--- src/rtl/pin_irq_pkg.sv ---
package pin_irq_pkg;
   typedef enum logic [1:0] {
      SENSE_LOW  = 2'b00,
      SENSE_ANY  = 2'b01,
      SENSE_FALL = 2'b10,
      SENSE_RISE = 2'b11
   } sense_e;

   localparam int unsigned SENSE_W = 2;
endpackage

--- src/rtl/pin_irq_sync.sv ---
module pin_irq_sync #(
   parameter int unsigned STAGES   = 2,
   parameter logic        PIN_IDLE = 1'b0
) (
   input  logic clk,
   input  logic rst_n,
   input  logic pin_i,
   output logic smp_o,
   output logic prv_o
);
   generate
      if (STAGES < 2) begin : g_bad_stages
         $error("pin_irq_sync: STAGES must be at least 2");
      end
   endgenerate

   localparam int unsigned CHAIN = STAGES + 1;

   logic [CHAIN-1:0] chain_q;

   always_ff @(posedge clk or negedge rst_n) begin
      if (!rst_n) chain_q <= {CHAIN{PIN_IDLE}};
      else        chain_q <= {chain_q[CHAIN-2:0], pin_i};
   end

   assign smp_o = chain_q[STAGES-1];
   assign prv_o = chain_q[STAGES];
endmodule

--- src/rtl/pin_irq_chan.sv ---
module pin_irq_chan
   import pin_irq_pkg::*;
(
   input  logic               clk,
   input  logic               rst_n,
   input  logic               smp_i,
   input  logic               prv_i,
   input  logic [SENSE_W-1:0] sense_i,
   input  logic               clr_i,
   output logic               flag_o,
   output logic               pend_o
);
   sense_e mode;
   logic   lvl;
   logic   hit;
   logic   flag_q;

   assign mode = sense_e'(sense_i);
   assign lvl  = (mode == SENSE_LOW);

   always_comb begin
      unique case (mode)
         SENSE_ANY:  hit = smp_i ^ prv_i;
         SENSE_FALL: hit = prv_i & ~smp_i;
         SENSE_RISE: hit = smp_i & ~prv_i;
         default:    hit = 1'b0;
      endcase
   end

   always_ff @(posedge clk or negedge rst_n) begin
      if (!rst_n)     flag_q <= 1'b0;
      else if (lvl)   flag_q <= 1'b0;
      else if (hit)   flag_q <= 1'b1;
      else if (clr_i) flag_q <= 1'b0;
   end

   assign flag_o = flag_q & ~lvl;
   assign pend_o = lvl ? ~smp_i : flag_q;


   edge_sets_flag_chk: assert property (@(posedge clk) disable iff (!rst_n)
      hit |=> flag_q);


   clear_drops_flag_chk: assert property (@(posedge clk) disable iff (!rst_n)
      (clr_i && !hit) |=> !flag_q);


   level_keeps_zero_chk: assert property (@(posedge clk) disable iff (!rst_n)
      lvl |=> !flag_q);
endmodule

--- src/rtl/pin_irq_arb.sv ---
module pin_irq_arb #(
   parameter int unsigned NCH  = 2,
   parameter int unsigned ID_W = 1
) (
   input  logic            clk,
   input  logic            rst_n,
   input  logic [NCH-1:0]  active_i,
   output logic            irq_o,
   output logic [ID_W-1:0] id_o,
   output logic [NCH-1:0]  grant_o
);
   always_comb begin
      id_o    = '0;
      grant_o = '0;
      for (int i = NCH - 1; i >= 0; i--) begin
         if (active_i[i]) begin
            id_o    = ID_W'(i);
            grant_o = NCH'(1) << i;
         end
      end
   end

   assign irq_o = |active_i;


   single_grant_chk: assert property (@(posedge clk) disable iff (!rst_n)
      $onehot0(grant_o));


   winner_active_chk: assert property (@(posedge clk) disable iff (!rst_n)
      irq_o |-> active_i[id_o]);
endmodule

--- src/rtl/pin_irq_ctrl.sv ---
module pin_irq_ctrl
   import pin_irq_pkg::*;
#(
   parameter int unsigned NCH      = 2,
   parameter int unsigned REG_W    = 8,
   parameter int unsigned STAGES   = 2,
   parameter logic        PIN_IDLE = 1'b0,
   localparam int unsigned ID_W    = (NCH > 1) ? $clog2(NCH) : 1
) (
   input  logic                   clk,
   input  logic                   rst_n,
   input  logic [NCH-1:0]         pin_i,
   input  logic [SENSE_W*NCH-1:0] sense_i,
   input  logic                   gie_i,
   input  logic                   wr_mask_i,
   input  logic                   wr_flag_i,
   input  logic [REG_W-1:0]       wdata_i,
   input  logic                   ack_i,
   output logic [REG_W-1:0]       mask_o,
   output logic [REG_W-1:0]       flag_o,
   output logic                   irq_o,
   output logic [ID_W-1:0]        irq_id_o
);
   generate
      if (NCH < 1 || NCH > REG_W) begin : g_bad_nch
         $error("pin_irq_ctrl: NCH must lie in 1..REG_W");
      end
   endgenerate

   logic [NCH-1:0] mask_q;
   logic [NCH-1:0] flags;
   logic [NCH-1:0] pend;
   logic [NCH-1:0] active;
   logic [NCH-1:0] grant;
   logic [NCH-1:0] clr;

   always_ff @(posedge clk or negedge rst_n) begin
      if (!rst_n)         mask_q <= '0;
      else if (wr_mask_i) mask_q <= wdata_i[NCH-1:0];
   end

   generate
      for (genvar c = 0; c < NCH; c++) begin : g_ch
         logic smp;
         logic prv;

         pin_irq_sync #(.STAGES(STAGES), .PIN_IDLE(PIN_IDLE)) u_sync (
            .clk   (clk),
            .rst_n (rst_n),
            .pin_i (pin_i[c]),
            .smp_o (smp),
            .prv_o (prv)
         );

         assign clr[c] = (wr_flag_i & wdata_i[c]) | (ack_i & grant[c]);

         pin_irq_chan u_chan (
            .clk     (clk),
            .rst_n   (rst_n),
            .smp_i   (smp),
            .prv_i   (prv),
            .sense_i (sense_i[SENSE_W*c +: SENSE_W]),
            .clr_i   (clr[c]),
            .flag_o  (flags[c]),
            .pend_o  (pend[c])
         );
      end

      if (NCH < REG_W) begin : g_pad
         logic unused_wdata_hi;
         assign unused_wdata_hi = ^wdata_i[REG_W-1:NCH];
         assign mask_o = {{(REG_W-NCH){1'b0}}, mask_q};
         assign flag_o = {{(REG_W-NCH){1'b0}}, flags};
      end else begin : g_full
         assign mask_o = mask_q;
         assign flag_o = flags;
      end
   endgenerate

   assign active = pend & mask_q & {NCH{gie_i}};

   pin_irq_arb #(.NCH(NCH), .ID_W(ID_W)) u_arb (
      .clk      (clk),
      .rst_n    (rst_n),
      .active_i (active),
      .irq_o    (irq_o),
      .id_o     (irq_id_o),
      .grant_o  (grant)
   );


   req_needs_gie_chk: assert property (@(posedge clk) disable iff (!rst_n)
      irq_o |-> gie_i);


   mask_write_chk: assert property (@(posedge clk) disable iff (!rst_n)
      wr_mask_i |=> (mask_q == $past(wdata_i[NCH-1:0])));
endmodule

--- config.mk ---
export PLATFORM = sky130hd
export DESIGN_NAME = pin_irq_ctrl
export DESIGN_NICKNAME = d
export VERILOG_FILES = /design/src/rtl/pin_irq_pkg.sv /design/src/rtl/pin_irq_sync.sv /design/src/rtl/pin_irq_chan.sv /design/src/rtl/pin_irq_arb.sv /design/src/rtl/pin_irq_ctrl.sv
export SDC_FILE = /design/constraint.sdc
export NUM_CORES = 1
export LEC_CHECK = 0
export ABC_AREA = 1
export BUFFER_PORTS_ARGS = -buffer_cell sky130_fd_sc_hd__buf_2
export CORE_MARGIN = 4
export CORE_UTILIZATION = 44
export DETAILED_ROUTE_END_ITERATION = 16
export HOLD_SLACK_MARGIN = 0.06
export PLACE_DENSITY = 0.81
export SETUP_SLACK_MARGIN = 0.4
export SYNTH_ARGS = -nofsm -noshare
export SYNTH_HDL_FRONTEND = slang
export SYNTH_SLANG_ARGS = --single-unit
--- constraint.sdc ---
create_clock -name clk -period 2.3 [get_ports clk]
set_clock_uncertainty 0.05 [all_clocks]
set_input_delay 0 -clock clk [delete_from_list [all_inputs] [get_ports clk]]
set_output_delay 0 -clock clk [all_outputs]
set_load 0.005 [all_outputs]
==> qor.yml <==
whs_ns: 0.0753
crit_family: "buffers and inverters"
fin_nets: 131
ff2ff_setup_slack_ns: 0.75
synthToLayoutAreaGrowth_pct: 29.2
drt_iter0_markers: 3
r2r-end: "g_ch[1].u_chan.flag_q"
synthFlopType: "dfrtp_1"
wl_per_cell_um: 9.67
p_int_mw: 0.302
num_vias: 527
worstSetupEndpoint: "g_ch[1].u_chan.flag_q"
die_h_um: 45.7
ys_warn_count: 0
dr.pass1.iters: 4
synth_cells: 75
r2r_start: "g_ch[0].u_chan.flag_q"
finalSetupViolations: 0
clock_latency_ns: 0.25
synthArstFlopShare_pct: 100
dpl.hpwl_um: 878
p_seq_share_pct: 48.6
drv_cap: 0
synth_area_um2: 626
synth_top_area_share_pct: 40.0
dp_worst_setup_slack_ns: 1.14
startpoint: "sense_i[3]"
slowest_stage: "dlygate4sd3_1"
p_per_area_mw_per_mm2: 505
via_per_inst: 4.39
path_cells: "dlygate4sd3_1, buf_2, o21ai_0, nand2_1, nor2_2, nand3_1, nand2_1, dlygate4sd3_1, nand2_1"
ys_types: 15
grt_pass1_wl_um: 1960
grt.overflow.total: 0
gp_congestion: 0.707
hold_buffers: 11
drv_slew: 0
fin_tns_setup_ns: 0
fin_ws_ns: 0.691
antennaDiodeCount: 0
max_stage_delay_ns: 0.54
nFillCells: 119
cp-end-kind: "register"
hold_viol: 0
swShare_pct: 25.9
ir_drop_mv: 0.350
cts_max_level: 1
place_area_um2: 676
cts.sinks: 10
cts_buffers: 3
post_cts_buffers: 0
path_clk_slew_ns: 0.06
cts_tree: "yes"
core_area_mm2: 0.00132
p_comb_share_pct: 25.1
worstSetupPathType: "input pin to register"
crit_cells: 9
drt_drc_violations_left: 0
multi_input_area_um2: 263
clockPowerShare_pct: 26.3
power_mw: 0.408
dieArea_mm2: 0.00209
synthTopCellsByCount: "buf_4 (14), nand2_1 (14), inv_1 (13)"
startpoint_type: "input pin"
ant_nets: 0
wl_um: 1160
synth-edff-count: 0
power_switching_mw: 0.106
yosysTopAreaCell: "dfrtp_1"
register_area_um2: 250
portBuffers: 19
clockBufferDepth: 2
cp_common_cell: "nand2_1"
ys_top_cells_by_area: "dfrtp_1 (40%), buf_4 (17%), nand2_1 (8.4%)"
p_leak_nw: 0.463
arrival_ns: 1.70
syn_avg_cell_area_um2: 8.34
finalNonFillerCells: 120
post-route-util_pct: 61.3
drive_above_1_share_pct: 26.7
rsz0062_at_grt: "no"
ys_ff_latch: 10
period_needed_ns: 1.61
r2r_cells: 7
fp.dieW_um: 45.7
start_util_pct: 47.5
grt_antenna_before_repair: 0
status: "complete, no violations"
grt_max_degree: 11
place_inst: 106
timing.fmax_ghz: 0.622
rows: 13
finalCritPeriodShare_pct: 69.9
path_buf_inv: 3
grt_pass1_vias: 504
cts-root-buf: "clkbuf_4"
ys_seq_area_share_pct: 40.0
ctsResizeCount: 0
cp_data_required_time_ns: 2.39
holdCritPathClass: "input pin to asynchronous set/reset pin"
critPathMaxFanout: 4
grt_usage_pct: 13.2
final_cell_area_um2: 808
io_pins: 38
metal layers:
| metal | GRT usage [%] | share of wire, % | vias up | wire, µm |
|---|---|---|---|---|
| li1 | - | - | 264 | - |
| met1 | 14.3 | 38 | 234 | 438 |
| met2 | 23.4 | 50 | 27 | 581 |
| met3 | 3.16 | 12 | 2 | 134 |
| met4 | 6.82 | 0.43 | 0 | 5 |
| met5 | 0 | 0 | - | 0 |
cell type report:
cell class	count	area share [%]
clock buffer	3	2.79
inverter	13	6.04
multi-input combinational	49	32.5
sequential	10	31.0
tap	15	2.32
timing repair buffer	30	25.4
logic make-up (layout without fill, tap and decap cells):
logic type / after synthesis / in the layout / synth area share (%)
buf+inv: 27 / 46 / 24.6
other cells: 1 / 12 / 0.599
flops: 10 / 10 / 40.0
fa+ha+maj: 4 / 4 / 8.00
mux: 2 / 2 / 3.60
compound gates: 7 / 7 / 6.60
simple gates: 24 / 24 / 16.6
placed cells by master (no fill, tap or decap), drive strengths merged:
| master | n |
|---|---|
| a21oi | 2 |
| dfrtp | 10 |
| o22ai | 2 |
| dlygate4sd3 | 11 |
| inv | 13 |
| nand3b | 1 |
| nor2 | 7 |
| buf | 19 |
| nand2 | 14 |
| clkbuf | 3 |
| mux2 | 2 |
| o21ai | 3 |
| ha | 4 |
| nand3 | 2 |
| conb | 12 |
flip-flops by register name, summed over array words and instances, names as in the netlist:
register / count
g_ch.u_chan.flag_q: 2
g_ch.u_sync.chain_q: 6
mask_q: 2
power by group through the flow:
stage	registers (mW)	clock network, mW	logic, mW
3_5_place_dp	0.201	0	0.0829
4_1_cts	0.198	0.114	0.102
6_report	0.198	0.107	0.102
5_1_grt	0.200	0.122	0.119
3_3_place_gp	0.200	0	0.0796
2_1_floorplan	0.200	0	0.0668
worst min path at each step:
| stage | from | end | slack (ns) | cells past startpoint |
|---|---|---|---|---|
| final | rst_n | g_ch[1].u_chan.flag_q | 0.08 | 2 |
| after global routing | sense_i[1] | g_ch[0].u_chan.flag_q | 0.08 | 3 |
| after CTS | sense_i[1] | g_ch[0].u_chan.flag_q | 0.06 | 3 |
| after detailed placement | rst_n | g_ch[0].u_sync.chain_q[1] | -0.19 | 1 |
| after global placement | rst_n | g_ch[0].u_sync.chain_q[0] | -0.19 | 1 |
| after floorplan | rst_n | g_ch[0].u_chan.flag_q | -0.35 | 0 |
Power figures use the tool's default switching activity.
